**config.mk**
```make
export PLATFORM = sky130hd
export DESIGN_NAME = spi_byte_slave
export DESIGN_NICKNAME = d
export VERILOG_FILES = /design/src/rtl/spi_slave_pkg.sv /design/src/rtl/spi_in_sync.sv /design/src/rtl/spi_rx_path.sv /design/src/rtl/spi_tx_path.sv /design/src/rtl/spi_byte_slave.sv
export SDC_FILE = /design/constraint.sdc
export NUM_CORES = 1
export LEC_CHECK = 0
export BUFFER_PORTS_ARGS = -buffer_cell sky130_fd_sc_hd__buf_2
export CELL_PAD_IN_SITES_DETAIL_PLACEMENT = 0
export CELL_PAD_IN_SITES_GLOBAL_PLACEMENT = 2
export CORE_MARGIN = 10
export CORE_UTILIZATION = 36
export CTS_CLUSTER_SIZE = 24
export DETAILED_ROUTE_END_ITERATION = 10
export PLACE_DENSITY_LB_ADDON = 0.1
export SLEW_MARGIN = 20
export SYNTH_ARGS = -nofsm -noshare
export SYNTH_HDL_FRONTEND = slang
export SYNTH_SLANG_ARGS = --single-unit
```
**constraint.sdc**
```tcl
create_clock -name clk -period 2.1 [get_ports clk]
set_clock_uncertainty 0.15 [all_clocks]
set_input_delay 0.21 -clock clk [delete_from_list [all_inputs] [get_ports clk]]
set_output_delay 0.21 -clock clk [all_outputs]
set_load 0.01 [all_outputs]
```
**src/rtl/spi_slave_pkg.sv**
```systemverilog
package spi_slave_pkg;
    typedef enum logic [0:0] {
        TX_IDLE  = 1'b0,
        TX_SHIFT = 1'b1
    } tx_state_e;
endpackage

```
**src/rtl/spi_in_sync.sv**
```systemverilog
module spi_in_sync #(
    parameter int              N_LINES = 3,
    parameter int              STAGES  = 2,
    parameter logic [N_LINES-1:0] RST_VAL = '0
) (
    input  logic               clk,
    input  logic               rst_n,
    input  logic [N_LINES-1:0] d_i,
    output logic [N_LINES-1:0] q_o
);
    logic [N_LINES-1:0] stage_q [STAGES];

    always_ff @(posedge clk or negedge rst_n) begin
        if (!rst_n) begin
            for (int s = 0; s < STAGES; s++) stage_q[s] <= RST_VAL;
        end else begin
            stage_q[0] <= d_i;
            for (int s = 1; s < STAGES; s++) stage_q[s] <= stage_q[s-1];
        end
    end

    assign q_o = stage_q[STAGES-1];
endmodule

```
**src/rtl/spi_rx_path.sv**
```systemverilog
module spi_rx_path #(
    parameter int BYTE_W = 8
) (
    input  logic              clk,
    input  logic              rst_n,
    input  logic              cs_act,
    input  logic              sck_rise,
    input  logic              mosi_s,
    output logic              rx_valid_o,
    output logic [BYTE_W-1:0] rx_byte_o
);
    localparam int CNT_W = $clog2(BYTE_W);
    localparam logic [CNT_W-1:0] LAST = CNT_W'(BYTE_W - 1);

    logic [CNT_W-1:0]  bit_cnt;
    logic [BYTE_W-1:0] shreg;
    logic [BYTE_W-1:0] shreg_nx;

    assign shreg_nx = {shreg[BYTE_W-2:0], mosi_s};

    always_ff @(posedge clk or negedge rst_n) begin
        if (!rst_n) begin
            bit_cnt    <= '0;
            shreg      <= '0;
            rx_valid_o <= 1'b0;
            rx_byte_o  <= '0;
        end else if (!cs_act) begin
            bit_cnt    <= '0;
            shreg      <= '0;
            rx_valid_o <= 1'b0;
        end else if (sck_rise) begin
            shreg <= shreg_nx;
            if (bit_cnt == LAST) begin
                bit_cnt    <= '0;
                rx_byte_o  <= shreg_nx;
                rx_valid_o <= 1'b1;
            end else begin
                bit_cnt <= bit_cnt + 1'b1;
                if (bit_cnt == '0) rx_valid_o <= 1'b0;
            end
        end
    end
endmodule

```
**src/rtl/spi_tx_path.sv**
```systemverilog
module spi_tx_path
    import spi_slave_pkg::*;
#(
    parameter int BYTE_W = 8
) (
    input  logic              clk,
    input  logic              rst_n,
    input  logic              cs_act,
    input  logic              sck_fall,
    input  logic              tx_req_i,
    input  logic [BYTE_W-1:0] tx_byte_i,
    output logic              tx_busy_o,
    output logic              miso_o
);
    localparam int CNT_W = $clog2(BYTE_W);
    localparam logic [CNT_W-1:0] LAST = CNT_W'(BYTE_W - 1);

    tx_state_e         state_q, state_d;
    logic [CNT_W-1:0]  fall_cnt;
    logic [BYTE_W-1:0] txsh;
    logic              load_go;
    logic              done_go;

    assign load_go = (state_q == TX_IDLE) && cs_act && tx_req_i;
    assign done_go = (state_q == TX_SHIFT) && sck_fall && (fall_cnt == LAST);

    always_comb begin
        state_d = state_q;
        unique case (state_q)
            TX_IDLE:  if (load_go) state_d = TX_SHIFT;
            TX_SHIFT: if (!cs_act || done_go) state_d = TX_IDLE;
        endcase
    end

    always_ff @(posedge clk or negedge rst_n) begin
        if (!rst_n) state_q <= TX_IDLE;
        else        state_q <= state_d;
    end

    always_ff @(posedge clk or negedge rst_n) begin
        if (!rst_n) begin
            txsh     <= '0;
            fall_cnt <= '0;
        end else if (!cs_act) begin
            txsh     <= '0;
            fall_cnt <= '0;
        end else if (load_go) begin
            txsh     <= tx_byte_i;
            fall_cnt <= '0;
        end else if (sck_fall) begin
            if (done_go) begin
                txsh     <= '0;
                fall_cnt <= '0;
            end else begin
                txsh <= {txsh[BYTE_W-2:0], 1'b0};
                if (state_q == TX_SHIFT) fall_cnt <= fall_cnt + 1'b1;
            end
        end
    end

    always_comb begin
        tx_busy_o = (state_q == TX_SHIFT);
        miso_o    = cs_act & txsh[BYTE_W-1];
    end
endmodule

```
**src/rtl/spi_byte_slave.sv**
```systemverilog
module spi_byte_slave #(
    parameter int BYTE_W      = 8,
    parameter int SYNC_STAGES = 2
) (
    input  logic              clk,
    input  logic              rst_n,
    input  logic              sck_i,
    input  logic              mosi_i,
    input  logic              cs_n_i,
    output logic              miso_o,
    output logic              rx_valid_o,
    output logic [BYTE_W-1:0] rx_byte_o,
    input  logic              tx_req_i,
    input  logic [BYTE_W-1:0] tx_byte_i,
    output logic              tx_busy_o
);
    logic [2:0] pins_s;
    logic       sck_s, mosi_s, cs_n_s;
    logic       sck_prev;
    logic       sck_rise, sck_fall, cs_act;

    spi_in_sync #(
        .N_LINES (3),
        .STAGES  (SYNC_STAGES),
        .RST_VAL (3'b100)
    ) u_sync (
        .clk   (clk),
        .rst_n (rst_n),
        .d_i   ({cs_n_i, mosi_i, sck_i}),
        .q_o   (pins_s)
    );

    assign {cs_n_s, mosi_s, sck_s} = pins_s;

    always_ff @(posedge clk or negedge rst_n) begin
        if (!rst_n) sck_prev <= 1'b0;
        else        sck_prev <= sck_s;
    end

    assign sck_rise = sck_s & ~sck_prev;
    assign sck_fall = ~sck_s & sck_prev;
    assign cs_act   = ~cs_n_s;

    spi_rx_path #(.BYTE_W(BYTE_W)) u_rx (
        .clk        (clk),
        .rst_n      (rst_n),
        .cs_act     (cs_act),
        .sck_rise   (sck_rise),
        .mosi_s     (mosi_s),
        .rx_valid_o (rx_valid_o),
        .rx_byte_o  (rx_byte_o)
    );

    spi_tx_path #(.BYTE_W(BYTE_W)) u_tx (
        .clk       (clk),
        .rst_n     (rst_n),
        .cs_act    (cs_act),
        .sck_fall  (sck_fall),
        .tx_req_i  (tx_req_i),
        .tx_byte_i (tx_byte_i),
        .tx_busy_o (tx_busy_o),
        .miso_o    (miso_o)
    );
endmodule

```
==> impl_metrics.ini, run 1 <==
[outcome]
status = completed

[floorplanning]
die_x_um = 87.3
boundaryPins = 25
num_rows = 24
fp.coreArea_mm2 = 0.00435
die_area_mm2 = 0.00762
initial_core_util_pct = 37.4
dieHeight_um = 87.3

[cts]
cts_root_buffer = clkbuf_8
htree_levels = 2
numCtsBuffers = 5
clk_pin_slew_ps = 70
ctsLongestPathBuffers = 2
ctsResizeCount = 0
cts_tree = yes
clkSinkCount = 38
clock_latency_ps = 290

[global_route]
grt_pass1_wl_um = 5720
antenna_found_initial = 0
overflow = 0
grt_pass1_vias = 1181
grt_usage_pct = 9.63
grt_start_max_net_pins = 39

[final_layout]
nets = 191
n_antenna_cell = 0
syn_to_final_growth_pct = 21.4
n_fill_cell = 407
drive_gt1_share_pct = 29.5

[sta]
clock.fmax_ghz = 0.541
setup_tns_ps = 0
hold_viol = 0
fin_crit_sh_pct = 87.9
setup_viol_count_final = 0
fin_crit_ps = 1850
max_slew_margin_pct = 65.8
fin_ws_ps = 253
worst_pin_slew_ps = 514
timing.hold.ws_ps = 22.6
slew_viol_final = 0
rsz0062_at_grt = false

[logic_synthesis]
synth-edff-count = 0
synth_cells = 141
seq_area_frac_synth_pct = 58.5
async_flop_share_pct = 100
synthTopCellsByArea = dfrtp_1, mux2_2, nand2_1
ys_warn_count = 0
ys_types = 29
synth.avg_cell_area_um2 = 11.6
syn_nets = 160
ys_seq_elements = 38
synth_area_leader_cell = dfrtp_1
synth.top_cell.area_share_pct = 55.3
ys.flop_type = dfrtp_1
netlist_area_mm2 = 0.00163

[drt]
avgRoutedWirePerCell_um = 14.7
wl_um = 3310
drc_errors = 0
m1WireLength_um = 1510
ant_nets = 0
dr_total_vias = 1099
top_layer_used = met4
firstDrtPassIters = 4
viasPerCell = 4.88
drtIter0Drc = 56
wl_met3_um = 187
dr_wl_met2_um = 1560

[power]
finalPower_w = 0.00163
power_density_mw_per_mm2 = 826
power.leakage_nw = 0.969
irDropWorstVdd_mv = 0.424

[min_path]
whs_endpoint = u_tx.txsh[0]$_DFFE_PN0P_
hold_path_depth = 3
hold_path.class = input pin to register
worstHoldStart = tx_byte_i[0]

[critical_path]
ff2ff_path_depth = 4
r2r-start = u_tx.fall_cnt[0]$_DFFE_PN0P_
crit_required_ps = 2170
r2r-end = u_tx.txsh[3]$_DFFE_PN0P_
critPathKind = register to register
worstPathArrival_ps = 1920
worstSetupEndpointType = register
start_kind = register
cp_max_fo = 7
rrSetupSlack_ps = 250

[place]
pre_cts_slack_ps = 243
hpwl_um = 2300
gp_congestion = 0.682
port_buffers = 24

[job]
cap_violations = 0
-- sequential cells by signal (all words and copies together), names as in the netlist --
| register | cells |
|---|---|
| u_tx.tx_busy_o | 1 |
| u_tx.fall_cnt | 3 |
| u_rx.shreg | 7 |
| u_sync.q_o | 3 |
| u_rx.rx_valid_o | 1 |
| u_tx.txsh | 8 |
| sck_prev | 1 |
| u_rx.bit_cnt | 3 |
| u_rx.rx_byte_o | 8 |
| u_sync.stage_q | 3 |
-- report_power, final --
part	total, W	internal [W]	switching, W
sequential	0.000776	0.000754	0.0000212
clock	0.000763	0.000507	0.000257
combinational	0.0000957	0.0000409	0.0000548
-- cell usage after synthesis (2+ instances only) --
master    number
dfrtp_1       36
nand2_1       23
a21oi_1       12
inv_1          9
mux2_2         8
nor2_1         8
a221o_1        7
ha_1           5
nand3_1        4
a31oi_1        3
buf_2          3
and2b_2        2
clkbuf_1       2
dfstp_2        2
nand2b_1       2
nand3b_1       2
-- how the worst max path moves through the flow --
stage | startpoint | to | slack [ps] | depth (start not counted)
2_1_floorplan | u_tx.fall_cnt[0]$_DFFE_PN0P_ | u_tx.fall_cnt[0]$_DFFE_PN0P_ | 400 | 4
3_3_place_gp | u_tx.fall_cnt[0]$_DFFE_PN0P_ | u_tx.fall_cnt[0]$_DFFE_PN0P_ | 340 | 4
3_5_place_dp | u_tx.fall_cnt[0]$_DFFE_PN0P_ | u_tx.txsh[3]$_DFFE_PN0P_ | 240 | 4
4_1_cts | u_tx.fall_cnt[0]$_DFFE_PN0P_ | u_tx.txsh[3]$_DFFE_PN0P_ | 220 | 4
5_1_grt | u_tx.fall_cnt[0]$_DFFE_PN0P_ | u_tx.txsh[3]$_DFFE_PN0P_ | 160 | 4
6_report | u_tx.fall_cnt[0]$_DFFE_PN0P_ | u_tx.txsh[3]$_DFFE_PN0P_ | 250 | 4
-- cell families after synthesis --
group / share of synthesized area [%]
mux: 5.53
buf+inv: 4.15
fa+ha+maj: 3.84
simple gates: 16.3
compound gates: 11.7
flops: 58.5
-- metal layers --
| metal | track usage, % | vias to the layer above |
|---|---|---|
| met5 | 0 | - |
| met4 | 4.35 | 0 |
| met3 | 4.12 | 5 |
| met2 | 14.2 | 19 |
| met1 | 11.8 | 528 |
| li1 | - | 547 |
-- per-stage QoR --
stage	cell area (µm²)	util, %	std cells
6_report	1980	45.4	225
5_1_grt	1980	45.4	225
4_1_cts	1980	45.4	225
3_5_place_dp	1800	41.2	213
3_3_place_gp	1800	41.2	213
2_1_floorplan	1630	-	141
-- layout by cell type (no fill, tap or decap), types with 3 or more instances in the layout --
cell type | synthesis | final
dfrtp_1 | 36 | 36
buf_2 | 3 | 24
nand2_1 | 23 | 23
a21oi_1 | 12 | 12
inv_1 | 9 | 9
nor2_1 | 8 | 8
mux2_2 | 8 | 8
a221o_1 | 7 | 7
clkbuf_8 | 0 | 6
ha_1 | 5 | 5
nand3_1 | 4 | 4
dlygate4sd3_1 | 0 | 4
a31oi_1 | 3 | 3
-- cell type report --
type                            instances  area [µm²]  share of cell area [%]
Multi-Input combinational cell         88         608                    30.7
Tap cell                               52        65.1                    3.29
Clock buffer                            6        82.6                    4.17
Clock inverter                          2        60.1                    3.04
Sequential cell                        38         953                    48.2
Timing Repair Buffer                   30         175                    8.86
Inverter                                9        33.8                    1.71
-- timing repair --
item | CTS | global route
buffers inserted | 0 | 0
hold buffers | 4 | 0
endpoints found under the hold margin | 39 | 0
-- critical path, cell delays in order, from the launching register on --
cell and delay [ps]:
dfrtp_1 410, ha_1 210, ha_1 240, a2111oi_4 520, a221o_1 240
Note: power is estimated with default switching activity, not from simulation.
==> run 2: changes to the inputs <==
- CORE_UTILIZATION: 36 -> 30
- CTS_BUF_LIST: unset -> sky130_fd_sc_hd__clkbuf_4
==> impl_metrics.ini, run 2 (synthesis gave the netlist of run 1 again) <==
[drt]
dr_total_vias = 1115
drtIter0Drc = 28
firstDrtPassIters = 4
drc_errors = 0
wl_um = 3310
viasPerCell = 4.53
ant_nets = 0
avgRoutedWirePerCell_um = 13.5

[sta]
fin_ws_ps = 249
hold_viol = 0
setup_tns_ps = 0
clock.fmax_ghz = 0.540
rsz0062_at_grt = false
fin_crit_ps = 1850
slew_viol_final = 0
timing.hold.ws_ps = 47.9
fin_crit_sh_pct = 88.1
worst_pin_slew_ps = 515
setup_viol_count_final = 0
max_slew_margin_pct = 65.7

[global_route]
grt_pass1_vias = 1219
overflow = 0
gr-usage-met3_pct = 3.36
grt_pass1_wl_um = 6020
grt_use_met2_pct = 12.8
grt_util_met1_pct = 10.6
grt_start_max_net_pins = 22
grt_usage_pct = 8.53
antenna_found_initial = 0
top_usage_layer = met2

[power]
p_seq_share_pct = 63.0
power.clock.fraction_pct = 28.9
irDropWorstVdd_mv = 0.310
power_density_mw_per_mm2 = 637
p_sw_share_pct = 25.4
power.switching_w = 0.000312
combPwrFrac_pct = 8.1
power.leakage_nw = 0.939
intPower_w = 0.000918

[place]
port_buffers = 24
hpwl_um = 2430
gp_congestion = 0.690
pre_cts_slack_ps = 272

[critical_path]
critPathKind = register to register
crit_chain = ha_1 > ha_1 > a2111oi_4 > a221o_1
cp_max_fo = 7
ff2ff_path_depth = 4
worstSetupEndpointType = register
worstPathArrival_ps = 1980
crit_required_ps = 2230
timing.critical_path.slowest_stage_cell = a2111oi_4
cp_top_family = compound AO/OA/AOI/OAI gates
start_kind = register
r2r-start = u_tx.fall_cnt[0]$_DFFE_PN0P_
crit_path_max_incr_delay_ps = 520
path_common_cell = ha_1
rrSetupSlack_ps = 250
r2r-end = u_tx.txsh[4]$_DFFE_PN0P_
path_buf_inv = 0

[final_layout]
n_antenna_cell = 0
nets = 194
syn_to_final_growth_pct = 18.6
final_common_cell = dfrtp_1
drive_gt1_share_pct = 28.4
top_regs = u_rx.rx_byte_o x8, u_tx.txsh x8, u_rx.shreg x7
layout_common_cells = dfrtp_1, buf_2, nand2_1

[min_path]
hold_path.class = input pin to register
worstHoldStart = tx_byte_i[7]
hold_path_depth = 4
whs_endpoint = u_tx.txsh[7]$_DFFE_PN0P_

[outcome]
status = completed

[floorplanning]
boundaryPins = 25
initial_core_util_pct = 31.5
dieHeight_um = 93.7
num_rows = 26
die_x_um = 93.7
fp.coreArea_mm2 = 0.00517
die_area_mm2 = 0.00878

[cts]
ctsLongestPathBuffers = 2
numCtsBuffers = 5
clkSinkCount = 38
clock_latency_ps = 330
htree_levels = 2
ctsResizeCount = 0
clk_pin_slew_ps = 110
cts_root_buffer = clkbuf_4
ctsHoldBuffers = 5
cts_tree = yes
cts_setup_buffers = 0

[job]
cap_violations = 0
-- run 2: changes by cell type in the layout (fill, tap and decap cells not counted) --
cell	before	now
dlygate4sd3_1	4	5
clkbuf_4	0	5
clkinv_1	0	3
clkbuf_8	6	0
buf_4	2	4
bufinv_16	2	0
-- run 2: per-layer routing --
layer / up-vias / part of all wire (%)
li1: 548 / -
met1: 544 / 46
met2: 18 / 48
met3: 5 / 4.8
met4: 0 / 1.3
met5: - / 0
-- run 2: how the worst max path moves through the flow --
stage | slack, ps | cells after the start | start | end
after floorplan | 400 | 4 | u_tx.fall_cnt[0]$_DFFE_PN0P_ | u_tx.fall_cnt[0]$_DFFE_PN0P_
after global placement | 350 | 4 | u_tx.fall_cnt[0]$_DFFE_PN0P_ | u_tx.fall_cnt[0]$_DFFE_PN0P_
after detailed placement | 270 | 4 | u_tx.fall_cnt[0]$_DFFE_PN0P_ | u_tx.fall_cnt[0]$_DFFE_PN0P_
after CTS | 250 | 4 | u_tx.fall_cnt[0]$_DFFE_PN0P_ | u_tx.fall_cnt[0]$_DFFE_PN0P_
after global routing | 140 | 4 | u_tx.fall_cnt[0]$_DFFE_PN0P_ | u_tx.txsh[4]$_DFFE_PN0P_
final | 250 | 4 | u_tx.fall_cnt[0]$_DFFE_PN0P_ | u_tx.txsh[4]$_DFFE_PN0P_
-- run 2: layout make-up --
cell class | count | area, µm²
clock inverters | 3 | 11.3
inverters | 9 | 33.8
multi-input cells | 88 | 608
well taps | 70 | 87.6
fillers | 524 | 3240
repair buffers | 33 | 200
clock buffers | 5 | 37.5
flip-flops and latches | 38 | 953
-- run 2: power by group through the flow --
stage / sequential (W) / combinational (W) / clock [W]
after detailed placement: 0.000790 / 0.0000958 / 0
final: 0.000775 / 0.0000997 / 0.000356
after floorplan: 0.000781 / 0.0000581 / 0
after global placement: 0.000789 / 0.0000940 / 0
after CTS: 0.000776 / 0.000104 / 0.000375
after global routing: 0.000780 / 0.000115 / 0.000424
-- run 2: per-stage QoR --
step	std cells	utilization [%]	area, µm²	power, W
floorplan	141	-	1630	0.000839
global placement	233	35.4	1830	0.000883
detailed placement	233	35.4	1830	0.000886
CTS	246	37.3	1930	0.00125
global route	246	37.3	1930	0.00132
finish	246	37.3	1930	0.00123
-- run 2: worst register-to-register path, delay by kind of cell (launching register included) --
family	cells	cell delay (ps)
compound gates	2	760
fa+ha+maj	2	450
flops	1	430
==> run 3: changes to the inputs <==
- CORE_MARGIN: 10 -> unset
==> impl_metrics.ini, run 3 (synthesis gave the netlist of run 1 again) <==
[critical_path]
rrSetupSlack_ps = 270
critPathKind = register to register
crit_required_ps = 2230
cp_max_fo = 7
path_depth = 4
worstPathArrival_ps = 1960
worstSetupEndpointType = register
r2r-end = u_tx.txsh[3]$_DFFE_PN0P_
ff2ff_path_depth = 4
start_kind = register
r2r-start = u_tx.fall_cnt[0]$_DFFE_PN0P_
timing.critical_path.slowest_stage_cell = a2111oi_4
cp-endpoint = u_tx.txsh[3]$_DFFE_PN0P_
path_common_cell = ha_1
path_buf_inv = 0
crit_path_max_incr_delay_ps = 510
cp-startpoint = u_tx.fall_cnt[0]$_DFFE_PN0P_
crit_chain = ha_1 > ha_1 > a2111oi_4 > a221o_1
cp_top_family = compound AO/OA/AOI/OAI gates

[drt]
avgRoutedWirePerCell_um = 12.2
drtIter0Drc = 60
dr_total_vias = 1106
wl_um = 3000
firstDrtPassIters = 4
drc_errors = 0
viasPerCell = 4.51
ant_nets = 0

[power]
irDropWorstVdd_mv = 0.291
power.leakage_nw = 0.939
power_density_mw_per_mm2 = 646

[sta]
rsz0062_at_grt = false
fin_ws_ps = 270
fin_crit_sh_pct = 87.2
setup_tns_ps = 0
fin_crit_ps = 1830
timing.hold.ws_ps = 46.5
slew_viol_final = 0
worst_pin_slew_ps = 498
hold_viol = 0
max_slew_margin_pct = 66.8
clock.fmax_ghz = 0.546
setup_viol_count_final = 0

[final_layout]
drive_gt1_share_pct = 29.1
syn_to_final_growth_pct = 18.4
n_fill_cell = 531
multi_input_area_um2 = 608
top_regs = u_rx.rx_byte_o x8, u_tx.txsh x8, u_rx.shreg x7
n_antenna_cell = 0
register_area_um2 = 953
layout_common_cells = dfrtp_1, buf_2, nand2_1
final_area_mm2 = 0.00193
nets = 193
final_common_cell = dfrtp_1

[min_path]
hold_path.class = input pin to register

[outcome]
status = completed

[floorplanning]
die_area_mm2 = 0.00573
dieHeight_um = 75.7
die_x_um = 75.7
fp.coreArea_mm2 = 0.00517
initial_core_util_pct = 31.5
num_rows = 26
boundaryPins = 25

[place]
hpwl_um = 2050
gp_congestion = 0.721
pre_cts_slack_ps = 291
port_buffers = 24
dpl_cell_area_mm2 = 0.00183

[cts]
cts_tree = yes
cts_root_buffer = clkbuf_4
ctsLongestPathBuffers = 2
ctsResizeCount = 0
htree_levels = 2
clkSinkCount = 38
clock_latency_ps = 330
numCtsBuffers = 5
clk_pin_slew_ps = 110

[global_route]
grt_start_max_net_pins = 39
grt_usage_pct = 12.6
overflow = 0
antenna_found_initial = 0
grt_pass1_wl_um = 5170
grt_pass1_vias = 1085

[job]
cap_violations = 0
[run 3: cell count changes in the layout (fill, tap and decap cells not counted), sizes merged]
cell,previous run,this run
buf,28,27
clkbuf,5,6
clkinv,3,2
[run 3: timing repair]
action / 4_1_cts / 5_1_grt
buffers inserted: 0 / 0
hold endpoints to repair: 40 / 0
hold buffers: 5 / 0
[run 3: final cells by class]
| cell class | count | share of cell area, % |
|---|---|---|
| clock inverter | 2 | 0.454 |
| clock buffer | 6 | 2.33 |
| timing repair buffer | 32 | 9.99 |
| inverter | 9 | 1.75 |
| multi-input combinational | 88 | 31.5 |
| tap | 70 | 4.54 |
| sequential | 38 | 49.4 |
[run 3: stage by stage]
stage	power (W)	std cells	util (%)
2_1_floorplan	0.000839	141	-
3_3_place_gp	0.000882	232	35.3
3_5_place_dp	0.000884	232	35.3
4_1_cts	0.00127	245	37.3
5_1_grt	0.00131	245	37.3
6_report	0.00125	245	37.3
[run 3: worst min-delay path, cell delays in order]
cell,delay (ps)
buf_2,70
inv_1,30
nor2_1,90
a221o_1,110
[run 3: how the worst min path moves through the flow]
stage	startpoint	end	slack [ps]	depth (start not counted)
after global placement	rst_n	u_sync.q_o[0]$_DFF_PN0_	140	2
after global routing	tx_byte_i[1]	u_tx.txsh[1]$_DFFE_PN0P_	50	4
after floorplan	rst_n	sck_prev$_DFF_PN0_	-240	0
final	tx_byte_i[1]	u_tx.txsh[1]$_DFFE_PN0P_	50	4
after detailed placement	rst_n	u_sync.q_o[0]$_DFF_PN0_	150	2
after CTS	tx_byte_i[6]	u_tx.txsh[6]$_DFFE_PN0P_	40	4
[run 3: report_power, final]
part           switching, W  internal [W]  total [W]
clock              0.000235      0.000139   0.000374
combinational     0.0000552     0.0000433  0.0000984
sequential        0.0000209      0.000754   0.000775
total              0.000311      0.000936    0.00125
[run 3: metal layers]
metal	up-vias	global-route usage [%]	share of wire, %
li1	551	-	-
met1	524	17.2	50
met2	25	18.4	44
met3	6	3.97	4.0
met4	0	5.56	2.0
met5	-	0	0
